<file path="config.mk">
export PLATFORM = sky130hd
export DESIGN_NAME = reg_addr_ptr
export DESIGN_NICKNAME = d
export VERILOG_FILES = /design/src/rtl/rap_pkg.sv /design/src/rtl/rap_step.sv /design/src/rtl/rap_region.sv /design/src/rtl/reg_addr_ptr.sv
export SDC_FILE = /design/constraint.sdc
export NUM_CORES = 1
export LEC_CHECK = 0
export BUFFER_PORTS_ARGS = -buffer_cell sky130_fd_sc_hd__buf_2
export CAP_MARGIN = 10
export CORE_MARGIN = 2
export CORE_UTILIZATION = 45
export DETAILED_ROUTE_END_ITERATION = 16
export PLACE_DENSITY = 0.74
export SLEW_MARGIN = 25
export SYNTH_ARGS = -nofsm -noshare
export SYNTH_HDL_FRONTEND = slang
export SYNTH_SLANG_ARGS = --single-unit
</file>
<file path="constraint.sdc">
create_clock -name clk -period 1.8 [get_ports clk]
set_clock_uncertainty 0.1 [all_clocks]
set_input_delay 0.27 -clock clk [delete_from_list [all_inputs] [get_ports clk]]
set_output_delay 0.27 -clock clk [all_outputs]
set_load 0.01 [all_outputs]
</file>
<file path="src/rtl/rap_pkg.sv">
package rap_pkg;
  typedef enum logic [1:0] {
    MOVE_HOLD   = 2'd0,
    MOVE_INC    = 2'd1,
    MOVE_TOGGLE = 2'd2
  } move_e;
endpackage

</file>
<file path="src/rtl/rap_step.sv">
module rap_step #(
  parameter int ADDR_W = 8,
  parameter int REGS_PER_PORT = 11,
  parameter int B_BASE = 16
) (
  input  logic [ADDR_W-1:0] cur,
  input  logic              split,
  input  logic              hold,
  output logic [ADDR_W-1:0] nxt
);
  import rap_pkg::*;

  localparam logic [ADDR_W-1:0] A_LAST  = ADDR_W'(REGS_PER_PORT - 1);
  localparam logic [ADDR_W-1:0] B_FIRST = ADDR_W'(B_BASE);
  localparam logic [ADDR_W-1:0] B_LAST  = ADDR_W'(B_BASE + REGS_PER_PORT - 1);
  localparam logic [ADDR_W-1:0] P_LAST  = ADDR_W'(2 * REGS_PER_PORT - 1);
  localparam logic [ADDR_W-1:0] ONE     = ADDR_W'(1);

  move_e kind;

  // Pick the kind of move from the two mode bits.
  always_comb begin
    if (!hold)      kind = MOVE_INC;
    else if (split) kind = MOVE_HOLD;
    else            kind = MOVE_TOGGLE;
  end

  // Work out the next address for that kind of move.
  always_comb begin
    unique case (kind)
      MOVE_HOLD:   nxt = cur;
      MOVE_TOGGLE: nxt = cur ^ ONE;
      default: begin
        if (split) begin
          if (cur == A_LAST)      nxt = B_FIRST;
          else if (cur >= B_LAST) nxt = '0;
          else                    nxt = cur + ONE;
        end else begin
          if (cur >= P_LAST)      nxt = '0;
          else                    nxt = cur + ONE;
        end
      end
    endcase
  end
endmodule

</file>
<file path="src/rtl/rap_region.sv">
module rap_region #(
  parameter int ADDR_W = 8,
  parameter int REGS_PER_PORT = 11,
  parameter int B_BASE = 16
) (
  input  logic [ADDR_W-1:0] a,
  input  logic              split,
  output logic              ok
);
  localparam logic [ADDR_W-1:0] A_LAST  = ADDR_W'(REGS_PER_PORT - 1);
  localparam logic [ADDR_W-1:0] B_FIRST = ADDR_W'(B_BASE);
  localparam logic [ADDR_W-1:0] B_LAST  = ADDR_W'(B_BASE + REGS_PER_PORT - 1);
  localparam logic [ADDR_W-1:0] P_LAST  = ADDR_W'(2 * REGS_PER_PORT - 1);

  logic in_a, in_b, in_p;

  always_comb begin
    in_a = (a <= A_LAST);
    in_b = (a >= B_FIRST) && (a <= B_LAST);
    in_p = (a <= P_LAST);
    ok   = split ? (in_a || in_b) : in_p;
  end
endmodule

</file>
<file path="src/rtl/reg_addr_ptr.sv">
module reg_addr_ptr #(
  parameter int ADDR_W = 8,
  parameter int REGS_PER_PORT = 11,
  parameter int B_BASE = 16
) (
  input  logic              clk,
  input  logic              rst,
  input  logic              load,
  input  logic [ADDR_W-1:0] load_addr,
  input  logic              step,
  input  logic              layout_split,
  input  logic              hold_ptr,
  output logic [ADDR_W-1:0] addr,
  output logic              addr_valid
);
  localparam logic [ADDR_W-1:0] A_LAST  = ADDR_W'(REGS_PER_PORT - 1);
  localparam logic [ADDR_W-1:0] B_FIRST = ADDR_W'(B_BASE);
  localparam logic [ADDR_W-1:0] B_LAST  = ADDR_W'(B_BASE + REGS_PER_PORT - 1);
  localparam logic [ADDR_W-1:0] P_LAST  = ADDR_W'(2 * REGS_PER_PORT - 1);

  logic [ADDR_W-1:0] ptr_q, step_addr, ptr_d;
  logic              valid_q, valid_d;

  rap_step #(.ADDR_W(ADDR_W), .REGS_PER_PORT(REGS_PER_PORT), .B_BASE(B_BASE)) u_step (
    .cur(ptr_q), .split(layout_split), .hold(hold_ptr), .nxt(step_addr)
  );

  // A load takes priority over a step; with neither, the pointer holds.
  always_comb begin
    if (load)      ptr_d = load_addr;
    else if (step) ptr_d = step_addr;
    else           ptr_d = ptr_q;
  end

  rap_region #(.ADDR_W(ADDR_W), .REGS_PER_PORT(REGS_PER_PORT), .B_BASE(B_BASE)) u_region (
    .a(ptr_d), .split(layout_split), .ok(valid_d)
  );

  always_ff @(posedge clk) begin
    if (rst) begin
      ptr_q   <= '0;
      valid_q <= 1'b1;
    end else begin
      ptr_q   <= ptr_d;
      valid_q <= valid_d;
    end
  end

  assign addr       = ptr_q;
  assign addr_valid = valid_q;

  p_load_wins_r2: assert property (@(posedge clk) disable iff (rst)
    load |=> addr == $past(load_addr));
  p_idle_hold_r9: assert property (@(posedge clk) disable iff (rst)
    (!load && !step) |=> $stable(addr));
  p_split_jump_r3: assert property (@(posedge clk) disable iff (rst)
    (step && !load && layout_split && !hold_ptr && addr == A_LAST) |=> addr == B_FIRST);
  p_split_wrap_r4: assert property (@(posedge clk) disable iff (rst)
    (step && !load && layout_split && !hold_ptr && addr >= B_LAST) |=> addr == '0);
  p_pair_wrap_r5: assert property (@(posedge clk) disable iff (rst)
    (step && !load && !layout_split && !hold_ptr && addr >= P_LAST) |=> addr == '0);
  p_split_freeze_r6: assert property (@(posedge clk) disable iff (rst)
    (step && !load && layout_split && hold_ptr) |=> $stable(addr));
  p_pair_toggle_r7: assert property (@(posedge clk) disable iff (rst)
    (step && !load && !layout_split && hold_ptr) |=> addr == ($past(addr) ^ ADDR_W'(1)));
  p_hole_invalid_r8: assert property (@(posedge clk) disable iff (rst)
    (!load && !step && layout_split && addr > A_LAST && addr < B_FIRST) |=> !addr_valid);
  p_pair_range_r8: assert property (@(posedge clk) disable iff (rst)
    (!load && !step && !layout_split) |=> addr_valid == (addr <= P_LAST));
endmodule

</file>
==> metrics, run 1 <==
result of the run=finished, violations left; violated checks=setup timing; f_max=0.510 GHz; global-route wire length before repair=3630 um; initial antenna violation count=0; series of cell instances along the critical path=buf_4 > nand3_1 > or3_1 > xor2_1 > o21ai_1 > o31a_1 > a211oi_2; cell at the slowest stage of the critical path=sky130_fd_sc_hd__or3_1; data arrival at the endpoint of the critical path=2.06 ns; half-perimeter wire length after detailed placement=around 1600 um; count of nets left with antenna violations after detail routing=0; area delta synth->final=63.5%; fraction of final layout cells sized beyond drive strength 1=a little under three fifths; Buf/Inv on CP=1; fraction of registers with async set/reset=0%; number of instances in the synthesized netlist=97; Worst setup SP type=register; switching fraction of total power=34.8%; Routed wire per std cell=15.5 um; router iterations before antenna repair=4; total instance count after detailed placement=149; max cap viols=0; share of power burned in the clock network=25.0%; switching power=0.000233 W; Max stage delay on crit path=0.40 ns; overall die area=a little over 0.002 mm^2; multi-input gate area in the final layout=698 um^2; Yosys cell types=39; setup TNS after final layout=-0.500 ns; internal power component=0.000437 W; endpoint required time on the critical path=about 1.9 ns; RSZ-0062 raised after global routing=yes; Tmin final=1.96 ns; area fraction in and, or, nand and nor cells after synthesis=32.8%; Root Buffer=sky130_fd_sc_hd__clkbuf_4; residual DRC count=0; placeable core area=around 0.0016 mm^2; cell taking the most area after synthesis=sky130_fd_sc_hd__dfxtp_1; max-slew violation total from the final report=0; die span in x=45.5 um; Via density=5.56; HP Class=in -> reg; total wire length after detailed routing=around 2500 um; count of input and output buffers=22; top area cells in the synthesized netlist=sky130_fd_sc_hd__dfxtp_1, sky130_fd_sc_hd__ha_1, sky130_fd_sc_hd__nand2_1; Mapped Avg Cell Area=7.98 um^2; flop and latch count out of synthesis=9; number of hold violations in the final report=0; num ports=23; combined global-route utilization of all metal layers=24.7%; pin count of the biggest net entering global routing=10; xor-xnor portion of the synthesized cell area=5.65%; relative slew slack=around 73%; number of core rows=14; Adder-Cell Fraction of Synth Area=around 6.5%; worst voltage drop across the vdd grid=558 uV; Worst Tran Pin Value=0.403 ns; Final Worst Setup Slack=-0.162 ns; final-stage net count=approximately 160; setup violators final=5; Mapped Area=774 um^2; Net Count, Synth=115; clock buffer depth=2; vias after detailed routing=approximately 900; proportion of power drawn by flip-flops and latches=34.6%; Filler Cells Inserted=94; Final period util=109%; synth warn=0; fraction of post-synthesis cell area in the top cell type by area=23.3%; CTS H-Tree Depth=1; most instantiated flip-flop cell in the synthesis netlist=sky130_fd_sc_hd__dfxtp_1; clock tree from TritonCTS=yes; last weighted congestion value of the routability-driven placer=0.867; portion of netlist area occupied by mux cells=2.58%; worst-path maximum fanout=5; clock slew at reported path FFs=0.07 ns; Top Family by Delay on Critical Path=compound AO/OA/AOI/OAI gates; CTS buffer count=3; vias in the first global route=around 810; effective utilization at floorplan=49.7%; height of the chip=45.5 um; area fraction in compound gates after synthesis=between 20 and 25%; total power density per cell area=between 500 and 600 mW/mm^2; initial DRC count=28; number of non-filler instances in the completed layout=161; Ant. Diodes=0; EDFF count, synth=0; cell leakage power=0.538 nW; combinational group share of total power=40.4%; insertion delay to the later sink of the worst-skew pair=0.27 ns; Final Total Pwr=between 0.0006 and 0.0007 W; main combinational cell family by area after synthesis=simple AND/OR/NAND/NOR gates; GRT Residual Overflow=0; sequential fraction of the synthesis area=a little under a quarter; start-to-end type of the worst setup path=reg -> reg; clk sink count=9; Sequential Area=189 um^2; sort of element at the end of the critical path=register
flip-flops by register name (all words and copies together), names as in the netlist:
register and flops:
addr 8, addr_valid 1
logic make-up (layout without fill, tap and decap cells):
family,Yosys count,after routing
xor+xnor,5,5
flops,9,9
mux,2,2
buf+inv,8,56
compound gates,24,24
simple gates,45,45
fa+ha+maj,4,4
power groups by stage:
stage,logic (W),registers (W),clock network [W]
after CTS,0.000221,0.000229,0.000164
after detailed placement,0.000193,0.000236,0
final,0.000271,0.000232,0.000167
after global routing,0.000291,0.000233,0.000184
after floorplan,0.000105,0.000239,0
after global placement,0.000190,0.000236,0
synthesized netlist by cell type (2+ instances only):
master and n:
sky130_fd_sc_hd__nand2_1 12, sky130_fd_sc_hd__dfxtp_1 9, sky130_fd_sc_hd__nor2_1 7, sky130_fd_sc_hd__o21ai_0 6, sky130_fd_sc_hd__nor3_1 5, sky130_fd_sc_hd__xor2_1 5
sky130_fd_sc_hd__ha_1 4, sky130_fd_sc_hd__inv_1 4, sky130_fd_sc_hd__a21oi_1 3, sky130_fd_sc_hd__and2_1 3, sky130_fd_sc_hd__nand2b_1 3, sky130_fd_sc_hd__nand3_1 3
sky130_fd_sc_hd__buf_2 2, sky130_fd_sc_hd__mux2i_1 2, sky130_fd_sc_hd__nand4_1 2, sky130_fd_sc_hd__nor3_2 2, sky130_fd_sc_hd__o31a_1 2, sky130_fd_sc_hd__or3_1 2
what timing repair did:
action,CTS,global route
resized for setup,9,23
endpoints found under the hold margin,0,0
setup endpoints to repair,6,8
setup buffers,5,4
hold buffers,0,0
pin swaps,12,9
through the flow:
| step | setup WS, ns | utilization [%] | hold slack [ns] | instance area, um^2 |
|---|---|---|---|---|
| 3_5_place_dp | -0.178 | 66.3 | 0.426 | 1030 |
| 5_1_grt | -0.230 | 81.2 | 0.177 | 1270 |
| 6_report | -0.162 | 81.2 | 0.173 | 1270 |
| 3_3_place_gp | -0.109 | 66.3 | 0.422 | 1030 |
| 4_1_cts | -0.139 | 72.7 | 0.152 | 1130 |
| 2_1_floorplan | 0.0130 | - | 0.233 | 793 |
cell usage in the layout (no fill, tap or decap), drive strengths merged, types with 4 or more instances in the layout:
master / Yosys / final
nand2: 12 / 12
dfxtp: 9 / 9
buf: 3 / 48
xor2: 5 / 5
nor2: 7 / 7
ha: 4 / 4
clkbuf: 1 / 4
nor3: 7 / 7
inv: 4 / 4
a21oi: 4 / 4
o21ai: 7 / 7
path summary, 6_finish.rpt:
kind	cells after the start	slack [ns]	startpoint	end
min reg2reg	3	0.68	addr[7]	addr[7]
max	7	-0.16	addr[1]	addr_valid
min	2	0.17	rst	addr[2]
max reg2reg	7	-0.16	addr[1]	addr_valid
routing by layer:
| layer | up-vias | share of wire [%] | global-route usage [%] |
|---|---|---|---|
| met4 | 0 | 1.4 | 10.0 |
| met3 | 4 | 2.6 | 4.76 |
| li1 | 445 | - | - |
| met2 | 25 | 49 | 38.0 |
| met5 | - | 0 | 0 |
| met1 | 421 | 47 | 33.5 |
cell type report:
| type | count | share of cell area, % |
|---|---|---|
| inverters | 4 | 1.58 |
| multi-input cells | 80 | 55.1 |
| repair buffers | 48 | 24.7 |
| well taps | 16 | 1.58 |
| flip-flops and latches | 9 | 14.9 |
| clock buffers | 4 | 2.08 |
Power figures use the tool's default switching activity.
==> run 2, diff against run 1 <==
--- a/config.mk
+++ b/config.mk
@@ -10,7 +10,7 @@
 export CORE_MARGIN = 2
 export CORE_UTILIZATION = 45
 export DETAILED_ROUTE_END_ITERATION = 16
-export PLACE_DENSITY = 0.74
+export PLACE_DENSITY = 0.73
 export SLEW_MARGIN = 25
 export SYNTH_ARGS = -nofsm -noshare
 export SYNTH_HDL_FRONTEND = slang
==> metrics, run 2 (same netlist as run 1, synthesis figures left out) <==
clock buffer depth=2 (unchanged); clk sink count=9 (unchanged); Worst Tran Pin Value=0.375 ns (-0.0281 ns); final-stage net count=156 (-4.9%); Worst setup SP type=register; last weighted congestion value of the routability-driven placer=0.878 (+1.2%); Final Worst Setup Slack=-0.195 ns (-0.0334 ns); relative slew slack=74.3% (+1.4 points); Tmin final=2.00 ns (+0.0334 ns); GRT Residual Overflow=0 (unchanged); die span in x=45.5 um (unchanged); most common cell after layout, fill and taps aside=sky130_fd_sc_hd__buf_2; CTS H-Tree Depth=1 (unchanged); max cap viols=0 (unchanged); RSZ-0062 raised after global routing=yes; Via density=6.00 (+7.9%); Final Total Pwr=0.000636 W (-5.2%); Worst Hold Margin=0.183 ns (+0.0103 ns); insertion delay to the later sink of the worst-skew pair=0.26 ns (about the same); placeable core area=0.00156 mm^2 (unchanged); fraction of final layout cells sized beyond drive strength 1=52.6% (-3.3 points); clock tree from TritonCTS=yes; vias after detailed routing=918 (+2.6%); f_max=0.501 GHz (-1.7%); Root Buffer=sky130_fd_sc_hd__clkbuf_4; CTS buffer count=3 (unchanged); effective utilization at floorplan=49.7% (unchanged); flip-flop count of the largest register, all copies and words added=8 (unchanged); count of nets left with antenna violations after detail routing=0 (unchanged); number of core rows=14 (unchanged); start-to-end type of the worst setup path=reg -> reg; HP Class=in -> reg; combined global-route utilization of all metal layers=24.9% (+0.20 points); total wire length after detailed routing=2530 um (+1.2%); area delta synth->final=53.2%; Placement Cell Area=0.00103 mm^2 (-0.73%); vias in the first global route=829 (+2.0%); worst-path maximum fanout=5 (unchanged); half-perimeter wire length after detailed placement=1730 um (+7.5%); number of hold violations in the final report=0 (unchanged); result of the run=finished, violations left; initial antenna violation count=0 (unchanged); clock slew at reported path FFs=0.06 ns (about the same); pin count of the biggest net entering global routing=17 (+7); residual DRC count=0 (unchanged); most frequent cells in the layout=sky130_fd_sc_hd__buf_2, sky130_fd_sc_hd__buf_4, sky130_fd_sc_hd__nand2_1; Ant. Diodes=0 (unchanged); data arrival at the endpoint of the critical path=2.04 ns (-0.02 ns); final cell area excluding filler cells=0.00119 mm^2 (-6.3%); violated checks=setup timing; overall die area=0.00207 mm^2 (unchanged); worst voltage drop across the vdd grid=517 uV (-7.4%); setup violators final=5 (unchanged); final core utilization=76.1% (-5.1 points); num ports=23 (unchanged); global-route wire length before repair=3660 um (+0.77%); sort of element at the end of the critical path=register; height of the chip=45.5 um (unchanged); Routed wire per std cell=16.5 um (+6.5%); most flop-heavy register=addr; router iterations before antenna repair=4 (unchanged); max-slew violation total from the final report=0 (unchanged); cell leakage power=0.493 nW (-8.5%); Final period util=111% (+1.9 points); number of buffers inserted by hold repair at cts=0 (unchanged); count of input and output buffers=22 (unchanged); total power density per cell area=536 mW/mm^2 (+1.2%); initial DRC count=47 (+68%); endpoint required time on the critical path=1.84 ns (-0.06 ns)
-- run 2: metal layers --
| layer | vias to the layer above | GRT usage (%) | wire (um) |
|---|---|---|---|
| met1 | 418 | 32.6 | 998 |
| li1 | 436 | - | - |
| met5 | - | 0 | 0 |
| met4 | 0 | 15.3 | 102 |
| met2 | 51 | 38.9 | 1220 |
| met3 | 13 | 2.38 | 206 |
-- run 2: path summary, 6_finish.rpt --
kind	from	end	slack [ns]	cells after the start
hold / removal	rst	addr[3]	0.18	2
setup / recovery	addr[1]	addr_valid	-0.20	8
hold reg to reg	addr[7]	addr[7]	0.70	3
setup reg to reg	addr[1]	addr_valid	-0.20	8
-- run 2: metrics by stage --
stage	TNS, ns	worst slack, ns	std cells
3_3_place_gp	-0.0773	-0.0773	148
5_1_grt	-0.653	-0.271	153
3_5_place_dp	-0.158	-0.142	148
2_1_floorplan	0	0.0130	97
6_report	-0.312	-0.195	153
4_1_cts	-0.177	-0.165	152
-- run 2: area by class of cell --
| class | count | area, um^2 |
|---|---|---|
| clock buffer | 4 | 26.3 |
| fill | 112 | 373 |
| inverter | 4 | 20.0 |
| multi-input combinational | 80 | 686 |
| sequential | 9 | 189 |
| tap | 16 | 20.0 |
| timing repair buffer | 40 | 245 |
-- run 2: power by group --
part	internal [W]	leakage, nW	total (W)	switching (W)
Combinational	0.000119	0.402	0.000248	0.000129
Clock	0.0000852	0.0150	0.000153	0.0000677
Sequential	0.000214	0.0761	0.000235	0.0000213
-- run 2: timing repair --
| item | 4_1_cts | 5_1_grt |
|---|---|---|
| hold endpoints to repair | 0 | 0 |
| gates resized for setup | 12 | 13 |
| endpoints found under the setup margin | 3 | 5 |
| cloned | 0 | 0 |
| pin swaps | 7 | 6 |
| setup buffers | 15 | 1 |
-- run 2: critical path, cell delays in order, from the launching register on --
cell	delay (ns)
sky130_fd_sc_hd__dfxtp_4	0.36
sky130_fd_sc_hd__buf_4	0.16
sky130_fd_sc_hd__o21ai_0	0.33
sky130_fd_sc_hd__a21oi_4	0.13
sky130_fd_sc_hd__buf_4	0.15
sky130_fd_sc_hd__o21a_1	0.21
sky130_fd_sc_hd__nor2_2	0.15
sky130_fd_sc_hd__nor4b_4	0.22
sky130_fd_sc_hd__a211oi_2	0.07
